`config.mk`:
```
export PLATFORM = sky130hd
export DESIGN_NAME = selftest_reg
export DESIGN_NICKNAME = d
export VERILOG_FILES = /design/src/rtl/selftest_pkg.sv /design/src/rtl/selftest_step.sv /design/src/rtl/selftest_next.sv /design/src/rtl/selftest_reg.sv
export SDC_FILE = /design/constraint.sdc
export NUM_CORES = 1
export LEC_CHECK = 0
export BUFFER_PORTS_ARGS = -buffer_cell sky130_fd_sc_hd__buf_2
export CAP_MARGIN = 20
export CORE_MARGIN = 5
export CORE_UTILIZATION = 43
export CTS_CLUSTER_SIZE = 16
export DETAILED_ROUTE_END_ITERATION = 10
export GPL_ROUTABILITY_DRIVEN = 0
export PLACE_DENSITY_LB_ADDON = 0.12
export SETUP_SLACK_MARGIN = 0.3
export SLEW_MARGIN = 30
export SYNTH_ARGS = -nofsm -noshare
export SYNTH_HDL_FRONTEND = slang
export SYNTH_HIERARCHICAL = 1
export SYNTH_SLANG_ARGS = --single-unit
```
`constraint.sdc`:
```
create_clock -name clk -period 1.4 [get_ports clk]
set_input_delay 0.21 -clock clk [delete_from_list [all_inputs] [get_ports clk]]
set_output_delay 0.21 -clock clk [all_outputs]
set_load 0.02 [all_outputs]
```
`src/rtl/selftest_pkg.sv`:
```
package selftest_pkg;

    typedef enum logic [1:0] {
        ROLE_SHIFT = 2'b00,
        ROLE_STIM  = 2'b01,
        ROLE_SIG   = 2'b10,
        ROLE_HOLD  = 2'b11
    } role_e;

endpackage

```
`src/rtl/selftest_step.sv`:
```
// Multiply-by-x modulo p(x): modular feedback, one XOR only where a tap exists.
module selftest_step #(
    parameter int               WIDTH = 8,
    parameter logic [WIDTH-1:0] POLY  = 8'h1D
) (
    input  logic [WIDTH-1:0] cur_i,
    output logic [WIDTH-1:0] stepped_o
);
    localparam int TOP = WIDTH - 1;

    logic fb;
    assign fb = cur_i[TOP];

    for (genvar i = 0; i < WIDTH; i++) begin : g_stage
        if (i == 0) begin : g_head
            assign stepped_o[i] = fb;
        end else if (POLY[i]) begin : g_tap
            assign stepped_o[i] = cur_i[i-1] ^ fb;
        end else begin : g_wire
            assign stepped_o[i] = cur_i[i-1];
        end
    end
endmodule

```
`src/rtl/selftest_next.sv`:
```
// Role multiplexer: picks the next state from the four behaviours.
module selftest_next #(
    parameter int WIDTH = 8
) (
    input  logic [1:0]       role_i,
    input  logic [WIDTH-1:0] cur_i,
    input  logic [WIDTH-1:0] stepped_i,
    input  logic [WIDTH-1:0] par_i,
    input  logic             ser_i,
    output logic [WIDTH-1:0] nxt_o
);
    import selftest_pkg::*;

    localparam logic [WIDTH-1:0] ONE = WIDTH'(1);

    role_e role;
    logic  is_zero;

    assign role    = role_e'(role_i);
    assign is_zero = (cur_i == '0);

    always_comb begin
        nxt_o = cur_i;
        unique case (role)
            ROLE_SHIFT: nxt_o = {cur_i[WIDTH-2:0], ser_i};
            ROLE_STIM:  nxt_o = is_zero ? ONE : stepped_i;
            ROLE_SIG:   nxt_o = stepped_i ^ par_i;
            ROLE_HOLD:  nxt_o = par_i;
            default:    nxt_o = cur_i;
        endcase
    end
endmodule

```
`src/rtl/selftest_reg.sv`:
```
module selftest_reg #(
    parameter int               WIDTH = 8,
    parameter logic [WIDTH-1:0] POLY  = 8'h1D
) (
    input  logic             clk,
    input  logic             rst_n,
    input  logic [1:0]       role,
    input  logic [WIDTH-1:0] par_in,
    input  logic             ser_in,
    output logic [WIDTH-1:0] par_out,
    output logic             ser_out
);
    import selftest_pkg::*;

    localparam int TOP = WIDTH - 1;

    typedef struct packed {
        logic [WIDTH-1:0] cells;
    } bank_t;

    bank_t            bank_d, bank_q;
    logic [WIDTH-1:0] stepped;
    logic [WIDTH-1:0] nxt;

    selftest_step #(.WIDTH(WIDTH), .POLY(POLY)) u_step (
        .cur_i     (bank_q.cells),
        .stepped_o (stepped)
    );

    selftest_next #(.WIDTH(WIDTH)) u_next (
        .role_i    (role),
        .cur_i     (bank_q.cells),
        .stepped_i (stepped),
        .par_i     (par_in),
        .ser_i     (ser_in),
        .nxt_o     (nxt)
    );

    always_comb begin
        bank_d       = bank_q;
        bank_d.cells = nxt;
    end

    always_ff @(posedge clk or negedge rst_n) begin
        if (!rst_n) bank_q <= '0;
        else        bank_q <= bank_d;
    end

    assign par_out = bank_q.cells;
    assign ser_out = bank_q.cells[TOP];

    // register role captures parallel data
    assert_hold_load_R2: assert property (@(posedge clk) disable iff (!rst_n)
        (role == ROLE_HOLD) |=> (par_out == $past(par_in)));

    // shift role moves data one stage up and takes ser_in at stage 0
    assert_shift_move_R3: assert property (@(posedge clk) disable iff (!rst_n)
        (role == ROLE_SHIFT) |=> (par_out[TOP:1] == $past(par_out[TOP-1:0]))
                                 && (par_out[0] == $past(ser_in)));

    // stimulus role feeds the top stage back into stage 0
    assert_stim_head_R4: assert property (@(posedge clk) disable iff (!rst_n)
        (role == ROLE_STIM && par_out != '0) |=> (par_out[0] == $past(par_out[TOP])));

    // the stimulus role never leaves the state at zero
    assert_stim_nonzero_R5: assert property (@(posedge clk) disable iff (!rst_n)
        (role == ROLE_STIM) |=> (par_out != '0));

    // zero state escapes to the value one
    assert_zero_escape_R6: assert property (@(posedge clk) disable iff (!rst_n)
        (role == ROLE_STIM && par_out == '0) |=> (par_out == WIDTH'(1)));

    // signature role folds data bit 0 with the top stage
    assert_sig_fold_R7: assert property (@(posedge clk) disable iff (!rst_n)
        (role == ROLE_SIG) |=> (par_out[0] == $past(par_out[TOP] ^ par_in[0])));

endmodule

```
Yosys cells after proc, flatten, opt, wreduce, memory -nomap -nowiden

Cells that the tools add are included.

Bits in registers: 8
Latch bits: 0
Bits in writable memories: 0
ROM bits: 0
Bits of input ports: 13
Output and inout port bits: 9
Word-level logic and storage cells: 12
Memories kept: 0

Add/sub/neg operators: 0
$mul: 0
Div/mod/pow operators: 0
Order comparisons: 0
Equal/unequal tests: 3
Shifts and indexed selects: 0
Mux-type cells: 2
Bitwise operators: 4
Reduce and logical (&&, ||, !) cells: 2

Operators with widths:

| cell                 | number |
|---|---|
| $pmux W8 S4          | 1 |
| $logic_not A8 Y1     | 1 |
| $mux W8              | 1 |
| $xor A8 B8 Y8        | 1 |
| $eq A2 B2 Y1 const B | 2 |
| $xor A1 B1 Y1        | 3 |
| $eq A2 B1 Y1 const B | 1 |
| $logic_not A2 Y1     | 1 |

Logic depth before layout (Yosys ltp)

Gate-level depths: netlist (run 1).

Depth after elaboration: 3
Gate-level depth with buffers: 4
Depth with buffers taken out: 4

Cells and area by module

The synthesis (run 1) kept the hierarchy.

Modules (own cells, without submodules):

| module        | instances | cells an instance | area an instance (sq um) | seq. area each (sq um) |
|---|---|---|---|---|
| selftest_next | 1         | 50                | 375.4                    | 0.0 |
| selftest_reg  | 1         | 9                 | 207.7                    | 200.2 |
| selftest_step | 1         | 8                 | 63.8                     | 0.0 |

Worst setup path after synthesis (run 1)

Ideal clock, no wire load.

Path kind: register to register
Start point: register bank_q, in the netlist par_out[7]
End point: register bank_q, in the netlist par_out[1]
Library setup time: 0.144 ns
Arrival time: 1.389 ns
Data required time: 1.256 ns
Slack: -0.133 ns
Cell stages (with the launch flop): 4
Path buffers: 0
Clock period less this slack: 1.533 ns
Cell sequence: dfrtp_1 -> or4_4 -> o21ai_4 -> o221ai_1

RTL lines:

| element                | line               | RTL |
|---|---|---|
| start, declared        | selftest_reg.sv:21 | `bank_t bank_d, bank_q;` |
| start signal, assigned | selftest_reg.sv:46 | `else bank_q <= bank_d;` |

==> summary.txt, run 1 <==
Place
  – Post-Place Cell Area: 790 sq um
  – Worst slack at placement: -0.117 ns
  – Total placed cells including tap cells: 104
  – Half-perimeter wire length after placement: 1110 um
  – Number of input and output port buffers inserted: 21

Global route
  – Met2 layer usage reported by global route: 23.9%
  – Peak-usage layer in the global routing report: met2
  – Overall fraction of global-route tracks in use: 14.1%
  – Wire length of the first global-routing pass: 2720 um
  – GR Layer Usage met1: 16.9%
  – Number of global-route vias before repair: 618
  – GRT overflow: 0
  – Initial antenna violation count: 0
  – Largest net degree at the start of global routing: 13
  – M3 GR Usage: 5.20%

Power
  – Internal power: 0.000751 W
  – Power density relative to cell area: 1230 nW/um^2
  – Switching power: 0.000428 W
  – Worst vdd ir: 0.530 mV
  – Power share of the sequential group: 26.9%
  – Leakage power: 0.452 nW
  – Power share of the clock group: 17.2%
  – Part of the total power dissipated in combinational logic: 55.9%
  – Share of total power consumed by net switching: 36.3%

Synthesis
  – Yosys top cell by area: dfrtp_1
  – Cell area after synthesis: 647 sq um
  – Yosys warns: 6
  – Syn_area_per_cell: 9.65 sq um
  – Area share of the largest cell type after synthesis: 30.9%
  – Post-Synthesis Cells: 67
  – Cell types with the largest area share after synthesis: dfrtp_1 (31%), mux2i_1 (12%), o211ai_1 (8.1%)
  – Net count after synthesis: 80
  – Sequential cell area fraction in the yosys report: 30.9%
  – Synth unique cells: 18
  – Synth Register Bits: 8

Clock tree
  – Clock Pin Slew Worst Setup and Hold Paths: 0.07 ns
  – H-tree lvl count: 1
  – Cell at the root of the clock tree: clkbuf_4
  – Number of clock sinks seen by CTS: 8
  – CTS buffer count: 3
  – Bufs on Longest Clock Path: 2
  – TritonCTS clock tree: built
  – Clock network latency to the later pin of the worst-skew pair: 0.26 ns

Setup path
  – Setup crit start kind: flop
  – Arrival time of the worst setup path: 1.66 ns
  – Maximum fanout along the worst path: 7
  – Critical path required time: 1.51 ns
  – CP Class: reg -> reg
  – Type of destination of the critical path: flop

Finish
  – Multi-input logic area: 362 sq um
  – Number of non-filler instances in the completed layout: 114
  – Antenna cells: 0
  – Signed area change from the synthesized netlist to the final layout: 48.7%
  – Fraction of layout instances using a drive strength above 1: 51.0%
  – Finished Core Util: 65.4%
  – Number of fillers in the final layout: 128
  – Number of nets at the end of the flow: 112
  – Flip-flop count of the largest register after layout: 8
  – Area of all placed cells without fillers: 962 sq um
  – Combined flip-flop and latch cell area: 206 sq um

Detailed routing
  – First-pass iteration count of the detailed router: 4
  – WL/cell: 14.5 um
  – Vias post-DR: 606
  – Post-detailed-route via-to-cell ratio: 5.32
  – Number of DRC markers after the initial detailed-route iteration: 7
  – Overall routed net length: 1660 um
  – Remaining DRCs: 0
  – Post-detailed-route count of antenna-violating nets: 0

STA
  – Setup repair after global routing missed its margin: true
  – Worst setup slack after layout: -0.150 ns
  – Minimum hold slack: 0.212 ns
  – Post-route clock skew: 0.0105 ns
  – Minimum period implied by the final worst setup slack: 1.55 ns
  – Post-route fraction of the period consumed by the critical path: 111%
  – Slew at the pin closest to its max-slew limit: 0.268 ns
  – Normalized max-slew margin: 82.1%
  – Hold violation count in the final report: 0
  – Total setup violations reported at the end of the flow: 8
  – Highest achievable clock rate: 645 MHz
  – Number of max-slew violations in the final report: 0

Floorplanning
  – Die outline area: 2380 sq um
  – Placement Rows: 14
  – Core region area: 1470 sq um
  – X dimension of the die: 48.8 um
  – Initial core utilization: 44.0%
  – Number of top-level design ports: 22
  – Vert. Die Dim: 48.8 um

Worst hold path
  – Hold Path Class: in -> reg

Flow run
  – Max-cap violations: 0

Outcome
  – Violations in the final reports: negative setup slack
  – Result of the run: complete, but fails checks
-- metal layers --
layer | share of wire (%) | vias up | wire length, um
met1 | 44 | 288 | 734
met5 | 0 | - | 0
met4 | 0.84 | 0 | 14
met2 | 49 | 14 | 816
li1 | - | 302 | -
met3 | 5.5 | 2 | 92
-- placed cells by master (no fill, tap or decap) --
cell type      instances
mux2i_1                8
or4_4                  2
dfrtp_1                3
o221ai_2               2
xor2_1                 3
nor4bb_1               1
inv_1                  8
o221ai_1               5
nor3b_1                1
o21ai_4                1
a21oi_1                1
nor2_2                 1
clkbuf_4               3
dfrtp_2                5
clkbuf_1               1
buf_2                 12
buf_6                 18
a2111o_1               1
nor2b_1                8
o211ai_1               7
buf_4                  6
dlygate4sd3_1          1
-- synth_stat cells (all sizes together) --
| master | n |
|---|---|
| nor2 | 1 |
| inv | 8 |
| a21oi | 1 |
| nor3b | 1 |
| nor4bb | 1 |
| o221ai | 7 |
| o21ai | 1 |
| dfrtp | 8 |
| buf | 9 |
| mux2i | 8 |
| clkbuf | 1 |
| nor2b | 8 |
| o211ai | 7 |
| xor2 | 3 |
| a2111o | 1 |
| or4 | 2 |
-- kinds of logic (layout without fill, tap and decap cells) --
kind of cell    count (synthesis)  count (layout)  synth area share, %
xor+xnor                        3               3                 4.06
flops                           8               8                 30.9
simple gates                   13              13                 14.5
mux                             8               8                 12.4
compound gates                 17              17                 23.6
buf+inv                        18              49                 14.5
-- critical path: stages (launching register included) --
cell      delay [ns]
dfrtp_2         0.40
or4_4           0.56
o21ai_4         0.27
o221ai_1        0.16
-- stage by stage --
| stage | setup TNS [ns] | power (W) |
|---|---|---|
| 3_3_place_gp | -0.511 | 0.000794 |
| 3_5_place_dp | -0.637 | 0.000799 |
| 6_report | -0.928 | 0.00118 |
| 5_1_grt | -1.30 | 0.00125 |
| 2_1_floorplan | -0.635 | 0.000659 |
| 4_1_cts | -0.793 | 0.00113 |
-- power groups by stage --
stage | clock network, W | registers [W] | logic, W
2_1_floorplan | 0 | 0.000396 | 0.000264
3_3_place_gp | 0 | 0.000314 | 0.000480
3_5_place_dp | 0 | 0.000316 | 0.000483
4_1_cts | 0.000200 | 0.000316 | 0.000617
5_1_grt | 0.000215 | 0.000322 | 0.000709
6_report | 0.000203 | 0.000318 | 0.000659
-- cell type report --
| type | instances | share of cell area, % |
|---|---|---|
| Sequential cell | 8 | 21.5 |
| Multi-Input combinational cell | 41 | 37.6 |
| Tap cell | 16 | 2.08 |
| Clock buffer | 4 | 2.73 |
| Inverter | 8 | 3.12 |
| Timing Repair Buffer | 37 | 33.0 |
-- what timing repair did --
| item | CTS | global route |
|---|---|---|
| hold buffers | 1 | 0 |
| setup buffers | 3 | 2 |
| hold endpoints to repair | 8 | 0 |
| endpoints found under the setup margin | 17 | 17 |
| resized for setup | 24 | 5 |
| pin swaps | 1 | 2 |
-- path summary, 6_finish.rpt --
path | slack [ns] | depth (start not counted) | endpoint | from
setup reg to reg | -0.15 | 3 | par_out[3] | par_out[4]
setup / recovery | -0.15 | 3 | par_out[3] | par_out[4]
hold reg to reg | 0.73 | 3 | par_out[6] | par_out[5]
hold / removal | 0.21 | 3 | par_out[6] | par_in[6]
max in group asynchronous | 0.85 | 2 | par_out[7] | rst_n
min in group asynchronous | 0.35 | 2 | par_out[5] | rst_n
Power figures use the tool's default switching activity.
==> run 2, diff against run 1 <==
--- a/config.mk
+++ b/config.mk
@@ -13,7 +13,6 @@
 export DETAILED_ROUTE_END_ITERATION = 10
 export GPL_ROUTABILITY_DRIVEN = 0
 export PLACE_DENSITY_LB_ADDON = 0.12
-export SETUP_SLACK_MARGIN = 0.3
 export SLEW_MARGIN = 30
 export SYNTH_ARGS = -nofsm -noshare
 export SYNTH_HDL_FRONTEND = slang
==> run 2 against run 1 <==
The flow still finishes with violations (negative setup slack). Non-clock buffer count shrank 4. Clock skew shrank 0.0037 ns. Design area shrank 12%. Global-route usage grew 0.25 points. Routed wire length shrank 7.0%. Critical endpoint is now par_out[7]. Largest power group unchanged. Highest routed layer unchanged.
==> summary.txt, run 2 (synthesis gave the netlist of run 1 again) <==
Worst hold path
  – Hold Path Depth: 3 (unchanged)
  – Startpoint of the most critical hold path: par_in[1] (was par_in[6])
  – Worst min-delay path endpoint: par_out[1] (was par_out[6])
  – Hold Path Class: in -> reg (unchanged)

Global route
  – Initial antenna violation count: 0 (unchanged)
  – Overall fraction of global-route tracks in use: 14.3% (was 14.1%)
  – Number of global-route vias before repair: 605 (was 618)
  – Wire length of the first global-routing pass: 2730 um (was 2720 um)
  – Peak-usage layer in the global routing report: met2 (unchanged)
  – Largest net degree at the start of global routing: 13 (unchanged)
  – Met2 layer usage reported by global route: 21.1% (was 23.9%)
  – M3 GR Usage: 4.89% (was 5.20%)
  – GR Layer Usage met1: 18.6% (was 16.9%)
  – GRT overflow: 0 (unchanged)

STA
  – Post-route fraction of the period consumed by the critical path: 110% (was 111%)
  – Highest achievable clock rate: 648 MHz (was 645 MHz)
  – Number of max-slew violations in the final report: 0 (unchanged)
  – Post-route clock skew: 0.00675 ns (was 0.0105 ns)
  – Setup repair after global routing missed its margin: true (unchanged)
  – Minimum period implied by the final worst setup slack: 1.54 ns (was 1.55 ns)
  – Total setup violations reported at the end of the flow: 7 (was 8)
  – Worst setup slack after layout: -0.143 ns (was -0.150 ns)
  – Slew at the pin closest to its max-slew limit: 0.293 ns (was 0.268 ns)
  – Normalized max-slew margin: 80.4% (was 82.1%)
  – Hold violation count in the final report: 0 (unchanged)

Detailed routing
  – Number of DRC markers after the initial detailed-route iteration: 9 (was 7)
  – Post-detailed-route count of antenna-violating nets: 0 (unchanged)
  – Vias post-DR: 611 (was 606)
  – Overall routed net length: 1540 um (was 1660 um)
  – Remaining DRCs: 0 (unchanged)
  – WL/cell: 14.0 um (was 14.5 um)
  – Post-detailed-route via-to-cell ratio: 5.55 (was 5.32)
  – First-pass iteration count of the detailed router: 4 (unchanged)

Power
  – Total chip power: 0.00102 W (was 0.00118 W)
  – Power density relative to cell area: 1200 nW/um^2 (was 1230 nW/um^2)
  – Worst vdd ir: 0.581 mV (was 0.530 mV)
  – Leakage power: 0.411 nW (was 0.452 nW)

Setup path
  – CP Class: reg -> reg (unchanged)
  – Setup crit start kind: flop (unchanged)
  – Maximum fanout along the worst path: 7 (unchanged)
  – Arrival time of the worst setup path: 1.66 ns (about the same)
  – Largest incremental delay on the critical path: 0.55 ns (was 0.56 ns)
  – Critical R2R Launch: par_out[0] (was par_out[4])
  – Worst r2r dst: par_out[7] (was par_out[3])
  – Critical path required time: 1.52 ns (was 1.51 ns)
  – Cell depth of the worst flop-to-flop path: 3 (unchanged)
  – R2R setup slack: -0.14 ns (was -0.15 ns)
  – Type of destination of the critical path: flop (unchanged)
  – Cell at the slowest stage of the critical path: or4_4 (unchanged)
  – CP cell instances: or4_4 -> o21ai_4 -> o221ai_1 (unchanged)

Floorplanning
  – Vert. Die Dim: 48.8 um (unchanged)
  – Die outline area: 2380 sq um (unchanged)
  – Initial core utilization: 44.0% (unchanged)
  – Placement Rows: 14 (unchanged)
  – X dimension of the die: 48.8 um (unchanged)
  – Number of top-level design ports: 22 (unchanged)
  – Core region area: 1470 sq um (unchanged)

Clock tree
  – Number of clock sinks seen by CTS: 8 (unchanged)
  – CTS buffer count: 3 (unchanged)
  – Cell at the root of the clock tree: clkbuf_4 (unchanged)
  – TritonCTS clock tree: built (unchanged)
  – Bufs on Longest Clock Path: 2 (unchanged)
  – H-tree lvl count: 1 (unchanged)
  – Clock Pin Slew Worst Setup and Hold Paths: 0.06 ns (was 0.07 ns)
  – Clock network latency to the later pin of the worst-skew pair: 0.26 ns (about the same)

Finish
  – Combined flip-flop and latch cell area: 204 sq um (was 206 sq um)
  – Leading cell type in the layout, fill and taps excluded: buf_2 (was buf_6)
  – Leading cell types in the layout, fill and taps excluded: buf_2 (21), buf_4 (11), nor2b_1 (8), mux2i_1 (8), inv_1 (8) (was buf_6 (18), buf_2 (12), nor2b_1 (8), mux2i_1 (8), inv_1 (8))
  – Signed area change from the synthesized netlist to the final layout: 31.3% (was 48.7%)
  – Antenna cells: 0 (unchanged)
  – Multi-input logic area: 372 sq um (was 362 sq um)
  – Number of non-filler instances in the completed layout: 110 (was 114)
  – Number of nets at the end of the flow: 108 (was 112)
  – Flip-flop count of the largest register after layout: 8 (unchanged)
  – Number of fillers in the final layout: 136 (was 128)
  – Fraction of layout instances using a drive strength above 1: 47.9% (was 51.0%)

Flow run
  – Max-cap violations: 0 (unchanged)

Place
  – Total placed cells including tap cells: 104 (unchanged)
  – Half-perimeter wire length after placement: 1110 um (about the same)
  – Number of input and output port buffers inserted: 21 (unchanged)

Outcome
  – Violations in the final reports: negative setup slack (unchanged)
  – Result of the run: complete, but fails checks (unchanged)
-- run 2: worst max path at each step --
stage	start	endpoint	slack (ns)	cells after the start
3_3_place_gp	par_out[0]	par_out[7]	-0.08	3
4_1_cts	par_out[4]	par_out[7]	-0.11	3
3_5_place_dp	par_out[0]	par_out[6]	-0.11	3
5_1_grt	par_out[0]	par_out[4]	-0.18	3
2_1_floorplan	par_out[0]	par_out[1]	-0.1	3
6_report	par_out[0]	par_out[7]	-0.14	3
-- run 2: timing repair --
action | in CTS | in global routing
hold endpoints to repair | 8 | 0
gates resized for setup | 1 | 2
hold buffers | 1 | 0
endpoints found under the setup margin | 7 | 7
pin swaps | 1 | 2
setup buffers | 0 | 1
-- run 2: layout make-up --
cell class                      instances  area share (%)
Clock buffer                            4            3.09
Inverter                                8            3.53
Multi-Input combinational cell         41            43.7
Sequential cell                         8            24.0
Tap cell                               16            2.36
Timing Repair Buffer                   33            23.3
-- run 2: critical path: cells and delay by family (launching register included) --
kind / cells / cell delay [ns]
flops: 1 / 0.40
compound gates: 2 / 0.45
simple gates: 1 / 0.55
-- run 2: power by group --
part           internal [W]  total [W]  switching [W]
Combinational      0.000238   0.000518       0.000280
Sequential         0.000280   0.000308      0.0000277
Clock              0.000109   0.000195      0.0000855
-- run 2: layer usage --
layer / vias to the layer above / part of all wire (%)
li1: 297 / -
met1: 296 / 44
met2: 14 / 49
met3: 4 / 4.9
met4: 0 / 2.0
met5: - / 0
-- run 2: per-stage QoR --
stage	util, %	setup WS, ns	instance area, sq um	setup TNS (ns)	hold WS (ns)
6_report	57.7	-0.143	850	-0.893	0.218
5_1_grt	57.7	-0.182	850	-1.19	0.227
4_1_cts	56.4	-0.111	830	-0.692	0.213
3_5_place_dp	53.5	-0.108	787	-0.654	0.0633
3_3_place_gp	53.5	-0.0786	787	-0.504	0.0619
2_1_floorplan	-	-0.0957	651	-0.632	-0.0856
==> run 3, diff against run 2 <==
--- a/config.mk
+++ b/config.mk
@@ -5,7 +5,7 @@
 export SDC_FILE = /design/constraint.sdc
 export NUM_CORES = 1
 export LEC_CHECK = 0
-export BUFFER_PORTS_ARGS = -buffer_cell sky130_fd_sc_hd__buf_2
+export BUFFER_PORTS_ARGS = -buffer_cell sky130_fd_sc_hd__buf_4
 export CAP_MARGIN = 20
 export CORE_MARGIN = 5
 export CORE_UTILIZATION = 43
==> run 3 against run 2 <==
The run still ends with negative setup slack left. Sequential power hardly changed. Hold slack better by 0.0048 ns. Register-to-register slack gained 0.03 ns. Clock skew up 0.0037 ns. Combinational power grew 4.6%. Critical path type unchanged. Critical endpoint unchanged. Largest cell class unchanged.
==> summary.txt, run 3 (synthesis gave the netlist of run 1 again) <==
Finish
  – Multi-input logic area: 353 sq um (was 372 sq um)
  – Number of nets at the end of the flow: 107 (was 108)
  – Combined flip-flop and latch cell area: 204 sq um (unchanged)
  – Flip-flop count of the largest register after layout: 8 (unchanged)
  – Fraction of layout instances using a drive strength above 1: 44.1% (was 47.9%)
  – Number of fillers in the final layout: 144 (was 136)
  – Number of non-filler instances in the completed layout: 109 (was 110)
  – Antenna cells: 0 (unchanged)
  – Leading cell types in the layout, fill and taps excluded: buf_4 (31), nor2b_1 (8), mux2i_1 (8), inv_1 (8), o211ai_1 (7) (was buf_2 (21), buf_4 (11), nor2b_1 (8), mux2i_1 (8), inv_1 (8))
  – Leading cell type in the layout, fill and taps excluded: buf_4 (was buf_2)
  – Signed area change from the synthesized netlist to the final layout: 35.4% (was 31.3%)

Detailed routing
  – First-pass iteration count of the detailed router: 4 (unchanged)
  – Remaining DRCs: 0 (unchanged)
  – Overall routed net length: 1450 um (was 1540 um)
  – Post-detailed-route via-to-cell ratio: 5.39 (was 5.55)
  – Vias post-DR: 587 (was 611)
  – Number of DRC markers after the initial detailed-route iteration: 6 (was 9)
  – WL/cell: 13.3 um (was 14.0 um)
  – Post-detailed-route count of antenna-violating nets: 0 (unchanged)

STA
  – Setup repair after global routing missed its margin: true (unchanged)
  – Number of max-slew violations in the final report: 0 (unchanged)
  – Total setup violations reported at the end of the flow: 7 (unchanged)
  – Post-route clock skew: 0.0104 ns (was 0.00675 ns)
  – Hold violation count in the final report: 0 (unchanged)
  – Minimum period implied by the final worst setup slack: 1.52 ns (was 1.54 ns)
  – Post-route fraction of the period consumed by the critical path: 108% (was 110%)
  – Normalized max-slew margin: 82.2% (was 80.4%)
  – Minimum hold slack: 0.222 ns (was 0.218 ns)
  – Highest achievable clock rate: 659 MHz (was 648 MHz)
  – Slew at the pin closest to its max-slew limit: 0.264 ns (was 0.293 ns)
  – Worst setup slack after layout: -0.117 ns (was -0.143 ns)
  – Setup TNS: -0.627 ns (was -0.893 ns)

Place
  – Total placed cells including tap cells: 102 (was 104)
  – Half-perimeter wire length after placement: 1060 um (was 1110 um)
  – Number of input and output port buffers inserted: 21 (unchanged)

Setup path
  – Setup crit start kind: flop (unchanged)
  – R2R setup slack: -0.12 ns (was -0.14 ns)
  – Type of destination of the critical path: flop (unchanged)
  – Critical R2R Launch: par_out[4] (was par_out[0])
  – Arrival time of the worst setup path: 1.63 ns (was 1.66 ns)
  – Critical path required time: 1.51 ns (was 1.52 ns)
  – Maximum fanout along the worst path: 7 (unchanged)
  – Cell depth of the worst flop-to-flop path: 3 (unchanged)
  – CP Class: reg -> reg (unchanged)
  – Worst r2r dst: par_out[7] (unchanged)

Worst hold path
  – Hold Path Depth: 3 (unchanged)
  – Worst min-delay path endpoint: par_out[2] (was par_out[1])
  – Hold Path Class: in -> reg (unchanged)
  – Startpoint of the most critical hold path: par_in[2] (was par_in[1])

Clock tree
  – Clock Pin Slew Worst Setup and Hold Paths: 0.06 ns (about the same)
  – CTS buffer count: 3 (unchanged)
  – TritonCTS clock tree: built (unchanged)
  – Clock network latency to the later pin of the worst-skew pair: 0.26 ns (about the same)
  – Cell at the root of the clock tree: clkbuf_4 (unchanged)
  – Bufs on Longest Clock Path: 2 (unchanged)
  – H-tree lvl count: 1 (unchanged)
  – Post-cts sizing count: 0 (was 1)
  – Number of clock sinks seen by CTS: 8 (unchanged)

Power
  – Power density relative to cell area: 1190 nW/um^2 (was 1200 nW/um^2)
  – Worst vdd ir: 0.576 mV (was 0.581 mV)
  – Leakage power: 0.420 nW (was 0.411 nW)

Outcome
  – Violations in the final reports: negative setup slack (unchanged)
  – Result of the run: complete, but fails checks (unchanged)

Global route
  – Initial antenna violation count: 0 (unchanged)
  – Wire length of the first global-routing pass: 2440 um (was 2730 um)
  – GRT overflow: 0 (unchanged)
  – Number of global-route vias before repair: 557 (was 605)
  – Largest net degree at the start of global routing: 20 (was 13)
  – Overall fraction of global-route tracks in use: 12.7% (was 14.3%)

Floorplanning
  – Die outline area: 2380 sq um (unchanged)
  – Number of top-level design ports: 22 (unchanged)
  – Placement Rows: 14 (unchanged)
  – X dimension of the die: 48.8 um (unchanged)
  – Core region area: 1470 sq um (unchanged)
  – Initial core utilization: 44.0% (unchanged)
  – Vert. Die Dim: 48.8 um (unchanged)

Flow run
  – Max-cap violations: 0 (unchanged)
==> run 3: cell types whose count changed in the layout (fill, tap and decap cells not counted), sizes merged <==
cell  change
buf       -1
==> run 3: critical path, stage by stage, from the launching register on <==
cell,delay (ns)
dfrtp_1,0.38
or4_4,0.56
o21ai_4,0.28
o221ai_1,0.16
==> run 3: cell type report <==
cell class              count  area share (%)
multi-input cells          41            40.3
repair buffers             32            27.7
flip-flops and latches      8            23.3
inverters                   8            3.43
clock buffers               4            3.00
well taps                  16            2.29
==> run 3: worst max-delay path by stage <==
stage | startpoint | end
6_report | par_out[4] | par_out[7]
4_1_cts | par_out[4] | par_out[5]
2_1_floorplan | par_out[0] | par_out[1]
3_5_place_dp | par_out[0] | par_out[1]
3_3_place_gp | par_out[0] | par_out[7]
5_1_grt | par_out[4] | par_out[4]
==> run 3: power by group <==
group	switching, W	internal (W)	leakage, nW	total (W)
clock	0.0000849	0.000109	0.0150	0.000194
sequential	0.0000288	0.000280	0.0938	0.000309
combinational	0.000268	0.000274	0.312	0.000542
==> run 3: per-layer routing <==
layer	routed length, um	vias up	global-route usage (%)	part of all wire (%)
li1	-	293	-	-
met1	665	284	15.8	46
met2	691	10	19.6	48
met3	95	0	5.81	6.5
met4	0	0	4.04	0
met5	0	-	0	0
==> run 3: through the flow <==
stage	util (%)	setup WS, ns	instance area [sq um]	total power [W]
2_1_floorplan	-	-0.0957	651	0.000656
3_3_place_gp	56.0	-0.0760	825	0.000828
3_5_place_dp	56.0	-0.0980	825	0.000835
4_1_cts	59.5	-0.0909	876	0.00105
5_1_grt	59.5	-0.169	876	0.00111
6_report	59.5	-0.117	876	0.00105
==> run 3: timing repair <==
action | in CTS | in global routing
buffers inserted | 2 | 0
hold buffers | 1 | 0
endpoints found under the setup margin | 7 | 7
endpoints found under the hold margin | 8 | 0
pin swaps | 2 | 1
